==> src/rtl/plb_pkg.sv <==
package plb_pkg;
    localparam int PKG_ADDR_W = 32;
    localparam int PKG_WIDX_W = 6;

    typedef enum logic [1:0] {
        PERM_NONE = 2'b00,
        PERM_RO   = 2'b01,
        PERM_RW   = 2'b10,
        PERM_XR   = 2'b11
    } perm_e;

    typedef enum logic [1:0] {
        ACC_LOAD  = 2'b00,
        ACC_STORE = 2'b01,
        ACC_FETCH = 2'b10,
        ACC_RSVD  = 2'b11
    } acc_e;

    function automatic logic perm_allows(input logic [1:0] p, input logic [1:0] a);
        logic ok;
        case (a)
            ACC_LOAD:  ok = (p != PERM_NONE);
            ACC_STORE: ok = (p == PERM_RW);
            ACC_FETCH: ok = (p == PERM_XR);
            default:   ok = 1'b0;
        endcase
        return ok;
    endfunction
endpackage

==> src/rtl/plb_tag_match.sv <==
module plb_tag_match #(
    parameter int DOM_W = 8,
    parameter int TAG_W = 26
) (
    input  logic             e_valid,
    input  logic [DOM_W-1:0] e_dom,
    input  logic [TAG_W-1:0] e_tag,
    input  logic [TAG_W-1:0] e_mask,
    input  logic [DOM_W-1:0] q_dom,
    input  logic [TAG_W-1:0] q_tag,
    output logic             hit
);
    logic [TAG_W-1:0] diff;

    always_comb begin
        diff = (e_tag ^ q_tag) & ~e_mask;
        hit  = e_valid && (e_dom == q_dom) && (diff == '0);
    end
endmodule

==> src/rtl/plb_prio_pick.sv <==
module plb_prio_pick #(
    parameter int N     = 8,
    parameter int TAG_W = 26
) (
    input  logic [N-1:0]            hit,
    input  logic [N-1:0][TAG_W-1:0] mask,
    output logic                    any,
    output logic [$clog2(N)-1:0]    idx,
    output logic [N-1:0]            sel
);
    localparam int CNT_W = $clog2(TAG_W + 1);

    logic [N-1:0][CNT_W-1:0] wild;
    logic [CNT_W-1:0]        best;

    always_comb begin
        for (int i = 0; i < N; i++) begin
            wild[i] = CNT_W'($countones(mask[i]));
        end
        any  = 1'b0;
        idx  = '0;
        best = '1;
        sel  = '0;
        for (int i = 0; i < N; i++) begin
            if (hit[i] && (!any || wild[i] < best)) begin
                any  = 1'b1;
                best = wild[i];
                idx  = ($clog2(N))'(i);
            end
        end
        if (any) begin
            sel[idx] = 1'b1;
        end
    end
endmodule

==> src/rtl/perm_lookaside.sv <==
module perm_lookaside
    import plb_pkg::*;
#(
    parameter int ENTRIES = 8,
    parameter int DOM_W   = 8,
    parameter int ADDR_W  = PKG_ADDR_W,
    parameter int WIDX_W  = PKG_WIDX_W
) (
    input  logic                       clk,
    input  logic                       rst_n,
    input  logic                       flush,
    input  logic                       req_valid,
    input  logic [ADDR_W-1:0]          req_addr,
    input  logic [1:0]                 req_kind,
    input  logic [DOM_W-1:0]           cur_domain,
    input  logic                       fill_valid,
    input  logic [DOM_W-1:0]           fill_domain,
    input  logic [ADDR_W-WIDX_W-1:0]   fill_tag,
    input  logic [ADDR_W-WIDX_W-1:0]   fill_mask,
    input  logic                       fill_is_vec,
    input  logic [1:0]                 fill_perm,
    input  logic [2*(1<<WIDX_W)-1:0]   fill_vec,
    output logic                       rsp_valid,
    output logic                       rsp_ok,
    output logic                       rsp_fault,
    output logic                       rsp_miss,
    output logic [1:0]                 rsp_perm,
    output logic                       refill_req,
    output logic [ADDR_W-1:0]          refill_addr,
    output logic [DOM_W-1:0]           refill_domain
);
    localparam int TAG_W = ADDR_W - WIDX_W;
    localparam int VEC_W = 2 * (1 << WIDX_W);
    localparam int PTR_W = $clog2(ENTRIES);

    typedef struct packed {
        logic             valid;
        logic [DOM_W-1:0] dom;
        logic [TAG_W-1:0] tag;
        logic [TAG_W-1:0] mask;
        logic             is_vec;
        logic [1:0]       perm;
        logic [VEC_W-1:0] vec;
    } entry_t;

    typedef struct packed {
        entry_t [ENTRIES-1:0] ent;
        logic [PTR_W-1:0]     rr;
        logic                 rsp_valid;
        logic                 rsp_ok;
        logic                 rsp_fault;
        logic                 rsp_miss;
        logic [1:0]           rsp_perm;
        logic                 refill_req;
        logic [ADDR_W-1:0]    refill_addr;
        logic [DOM_W-1:0]     refill_dom;
    } state_t;

    state_t st_d, st_q;

    logic [TAG_W-1:0]              q_tag;
    logic [WIDX_W-1:0]             q_widx;
    logic [ENTRIES-1:0]            hit_vec;
    logic [ENTRIES-1:0]            valid_vec;
    logic [ENTRIES-1:0][TAG_W-1:0] mask_vec;
    logic                          any_hit;
    logic [PTR_W-1:0]              pick_idx;
    logic [ENTRIES-1:0]            pick_sel;
    entry_t                        pick_ent;
    logic [1:0]                    hit_perm;
    logic                          hit_allow;

    assign q_tag  = req_addr[ADDR_W-1:WIDX_W];
    assign q_widx = req_addr[WIDX_W-1:0];

    for (genvar g = 0; g < ENTRIES; g++) begin : g_slot
        assign mask_vec[g]  = st_q.ent[g].mask;
        assign valid_vec[g] = st_q.ent[g].valid;
        plb_tag_match #(.DOM_W(DOM_W), .TAG_W(TAG_W)) i_match (
            .e_valid (st_q.ent[g].valid),
            .e_dom   (st_q.ent[g].dom),
            .e_tag   (st_q.ent[g].tag),
            .e_mask  (st_q.ent[g].mask),
            .q_dom   (cur_domain),
            .q_tag   (q_tag),
            .hit     (hit_vec[g])
        );
    end

    plb_prio_pick #(.N(ENTRIES), .TAG_W(TAG_W)) i_pick (
        .hit  (hit_vec),
        .mask (mask_vec),
        .any  (any_hit),
        .idx  (pick_idx),
        .sel  (pick_sel)
    );

    always_comb begin
        st_d      = st_q;
        pick_ent  = st_q.ent[pick_idx];
        hit_perm  = pick_ent.is_vec ? pick_ent.vec[{q_widx, 1'b0} +: 2] : pick_ent.perm;
        hit_allow = perm_allows(hit_perm, req_kind);

        // verdict, due one cycle after the request
        st_d.rsp_valid  = req_valid;
        st_d.rsp_ok     = req_valid && any_hit && hit_allow;
        st_d.rsp_fault  = req_valid && any_hit && !hit_allow;
        st_d.rsp_miss   = req_valid && !any_hit;
        st_d.rsp_perm   = (req_valid && any_hit) ? hit_perm : 2'b00;
        st_d.refill_req = req_valid && !any_hit;
        if (req_valid && !any_hit) begin
            st_d.refill_addr = req_addr;
            st_d.refill_dom  = cur_domain;
        end

        // entry storage: flush wins over a same-cycle fill
        if (flush) begin
            for (int i = 0; i < ENTRIES; i++) begin
                st_d.ent[i].valid = 1'b0;
            end
        end else if (fill_valid) begin
            st_d.ent[st_q.rr].valid  = 1'b1;
            st_d.ent[st_q.rr].dom    = fill_domain;
            st_d.ent[st_q.rr].tag    = fill_tag;
            st_d.ent[st_q.rr].mask   = fill_mask;
            st_d.ent[st_q.rr].is_vec = fill_is_vec;
            st_d.ent[st_q.rr].perm   = fill_perm;
            st_d.ent[st_q.rr].vec    = fill_vec;
            st_d.rr = (st_q.rr == PTR_W'(ENTRIES - 1)) ? '0 : st_q.rr + 1'b1;
        end
    end

    always_ff @(posedge clk or negedge rst_n) begin
        if (!rst_n) begin
            st_q <= '0;
        end else begin
            st_q <= st_d;
        end
    end

    assign rsp_valid     = st_q.rsp_valid;
    assign rsp_ok        = st_q.rsp_ok;
    assign rsp_fault     = st_q.rsp_fault;
    assign rsp_miss      = st_q.rsp_miss;
    assign rsp_perm      = st_q.rsp_perm;
    assign refill_req    = st_q.refill_req;
    assign refill_addr   = st_q.refill_addr;
    assign refill_domain = st_q.refill_dom;

    // ---------------- assertions ----------------
    p_one_result_r8: assert property (@(posedge clk) disable iff (!rst_n)
        rsp_valid |-> ($countones({rsp_ok, rsp_fault, rsp_miss}) == 1));

    p_quiet_idle_r8: assert property (@(posedge clk) disable iff (!rst_n)
        !rsp_valid |-> !(rsp_ok || rsp_fault || rsp_miss || refill_req));

    p_answer_next_r8: assert property (@(posedge clk) disable iff (!rst_n)
        req_valid |=> rsp_valid);

    p_refill_miss_r9: assert property (@(posedge clk) disable iff (!rst_n)
        refill_req |-> rsp_miss);

    p_pick_in_hit_r7: assert property (@(posedge clk) disable iff (!rst_n)
        $onehot0(pick_sel) && ((pick_sel & ~hit_vec) == '0));

    p_flush_empty_r11: assert property (@(posedge clk) disable iff (!rst_n)
        flush |=> (valid_vec == '0));

    p_rr_step_r10: assert property (@(posedge clk) disable iff (!rst_n)
        (fill_valid && !flush) |=>
            (st_q.rr == (($past(st_q.rr) == PTR_W'(ENTRIES - 1)) ? '0 : $past(st_q.rr) + 1'b1)));
endmodule

==> config.mk <==
export PLATFORM = sky130hd
export DESIGN_NAME = perm_lookaside
export DESIGN_NICKNAME = d
export VERILOG_FILES = /design/src/rtl/plb_pkg.sv /design/src/rtl/plb_tag_match.sv /design/src/rtl/plb_prio_pick.sv /design/src/rtl/perm_lookaside.sv
export SDC_FILE = /design/constraint.sdc
export NUM_CORES = 2
export LEC_CHECK = 0
export BUFFER_PORTS_ARGS = -buffer_cell sky130_fd_sc_hd__buf_2
export CORE_AREA = 2 2 498 302
export DETAILED_ROUTE_END_ITERATION = 8
export DIE_AREA = 0 0 500 304
export GPL_TIMING_DRIVEN = 0
export PLACE_DENSITY = 0.72
export SYNTH_ARGS = -nofsm -noshare
export SYNTH_HDL_FRONTEND = slang
export SYNTH_SLANG_ARGS = --single-unit
==> constraint.sdc <==
create_clock -name clk -period 49.1 [get_ports clk]
set_input_delay 9.82 -clock clk [delete_from_list [all_inputs] [get_ports clk]]
set_output_delay 9.82 -clock clk [all_outputs]
set_load 0.05 [all_outputs]
==> results.toml <==
[outcome]
status = "finished with violations"
violations = "capacitance limit, slew limit"

[clock_tree]
post-cts-setup-buffers = 0
cts_tree = "yes"
cts-buffers-inserted = 154
htreeDepth = 4
clk_path_buf_depth = 3
ctsHoldBuffers = 0
clk-insertion-delay-late_ps = 840
cts.repair.resized = 0
clk_pin_slew_ps = 70
cts.sinks = 1585
cts-root-buf = "clkbuf_16"

[placement]
port_buffers = 248
dpl.hpwl_mm = 258
placed_area_um2 = 84900
gp_congestion = 1.03
place_inst = 8703

[floorplanning]
core-area_um2 = 148000
ios = 285
die_x_um = 500
die_y_um = 304
dieArea_um2 = 152000
start_util = 0.544
num_rows = 110

[synthesis]
ys_ff_latch = 1585
ys_warn_count = 0
synthFlopType = "dfrtp_1"
syn-num-nets = 7055
synth_edf_count = 0
synth_area_um2 = 80600
ys_types = 99
syn-instance-count = 6473
async_flop_share = 1.00
syn_avg_cell_area_um2 = 12.5
ys_seq_area_frac = 0.492

[finish]
seq_area_um2 = 39700
layout_commonest_cell = "dfrtp_1"
fillers = 11800
fin_cells = 9070
synthToLayoutAreaGrowth_pct = 12.3
multi_input_area_um2 = 37900
final_cell_mix = "dfrtp_1 (1585), mux2_2 (1532), nand2_1 (445)"
fin_nets = 7483
layout-drive-gt1-share = 0.332
fin_area_um2 = 90500

[setup_path]
path_max_fanout = 11
cp.arrival_ps = 34090
cp_top_family = "compound AO/OA/AOI/OAI gates"
start_kind = "input port"
cpPeakStageDelay_ps = 1180
end_kind = "flop"
required_ps = 49830
critPathSlowestCell = "a31oi_2"
cp_common_cell = "a21o_1"
critPathKind = "input port to flop"
cp_num_buf_inv = 7

[drt]
post_drt_wl_per_cell_um = 39.4
wl_met2_mm = 129
wl_mm = 358
ant_nets = 0
wl_met3_mm = 70.2
first_iter_violations = 10600
top_layer = "met5"
drt-pass1-iter-count = 7
drc_errors = 0
vias_per_cell = 7.05
drt-met1-wl_mm = 142
route.vias.total = 64000

[sta]
finalClockSkew_ps = 56.0
final-hold-violation-count = 0
period_share = 0.679
maxClockFrequency_mhz = 30.0
tightest_slew_ps = 1670
grt_setup_unrepaired = "no"
tns_ps = 0
period_needed_ps = 33360
drv_slew = 187
setup_violations = 0
slew-limit-headroom = -0.113

[global_routing]
grt_max_degree = 173
grt.overflow.total = 0
grt_pass1_wl_mm = 485
grt_pass1_vias = 60200
grt_use_total = 0.465
antenna_found_initial = 105

[run]
maxCapViolCount = 24

[hold_path]
hp-class = "flop to flop"
## sequential cells by signal, summed over array words and instances, names as in the netlist
name,cells
rsp_valid,1
refill_domain,8
rsp_fault,1
refill_addr,32
rsp_ok,1
st_q,1331
refill_req,1
rsp_perm,2
mask_vec,208
## routing by layer
| layer | GRT usage | vias up |
|---|---|---|
| met5 | 0.0153 | - |
| met4 | 0.184 | 58 |
| li1 | - | 24400 |
| met2 | 0.551 | 5493 |
| met1 | 0.649 | 32900 |
| met3 | 0.307 | 1092 |
## cell type report
class / count / share of cell area
Clock inverter: 65 / 0.00990
Antenna cell: 82 / 0.00227
Timing Repair Buffer: 272 / 0.0197
Inverter: 259 / 0.0107
Buffer: 419 / 0.0245
Multi-Input combinational cell: 4210 / 0.418
Tap cell: 1960 / 0.0271
Clock buffer: 218 / 0.0491
Sequential cell: 1585 / 0.438
## cells in the mapped netlist (33+ instances only)
library cell,count,area (um^2)
o21ai_0,83,415
mux2_2,1532,17300
a21oi_1,87,435
ha_1,176,2200
buf_2,82,410
nor3_1,59,295
nor2_1,179,672
o22ai_1,237,1480
a221oi_1,33,289
nand4_1,44,275
mux2i_1,73,731
buf_4,85,638
fa_1,168,3360
clkbuf_1,213,800
a31oi_1,72,450
o211ai_1,37,278
nor4_1,74,463
nand2_1,445,1670
o221ai_1,119,1040
a21o_1,46,345
inv_1,254,953
dfrtp_1,1585,39700
nand3_1,73,365
xnor2_1,284,2490
## path summary, 6_finish.rpt
check,start,end,slack [ps],cells past startpoint
min in group asynchronous,rst_n,st_q[98],8910,1
hold reg to reg,st_q[1393],st_q[1393],480,1
hold / removal,st_q[1393],st_q[1393],480,1
setup / recovery,cur_domain[4],rsp_fault,15740,80
setup reg to reg,mask_vec[0],rsp_fault,23250,87
max in group asynchronous,rst_n,st_q[1585],37300,5
## through the flow
stage / hold slack (ps) / setup WS, ps / util
floorplan: 447 / 24200 / -
global placement: 459 / 3030 / 0.569
detailed placement: 466 / 16090 / 0.573
CTS: 479 / 16880 / 0.609
global route: 497 / 15030 / 0.610
finish: 478 / 15740 / 0.611
## worst reg2reg max path: cells and delay by family (launching register included)
| kind | cells | cell delay [ps] |
|---|---|---|
| AO/OA/AOI/OAI | 42 | 11650 |
| adder cells (fa/ha/maj) | 16 | 6370 |
| buffers and inverters | 10 | 2920 |
| flip-flops | 1 | 490 |
| multiplexers | 1 | 510 |
| AND/OR/NAND/NOR | 18 | 3820 |
## logic make-up after synthesis
group	count (synthesis)	share of synthesized area
fa+ha+maj	346	0.0693
mux	1605	0.223
compound gates	929	0.0821
flops	1585	0.492
buf+inv	678	0.0394
xor+xnor	295	0.0321
simple gates	1035	0.0620
Power is not shown: default switching activity piles up to over one toggle a cycle in this logic, so the estimate is an artifact.
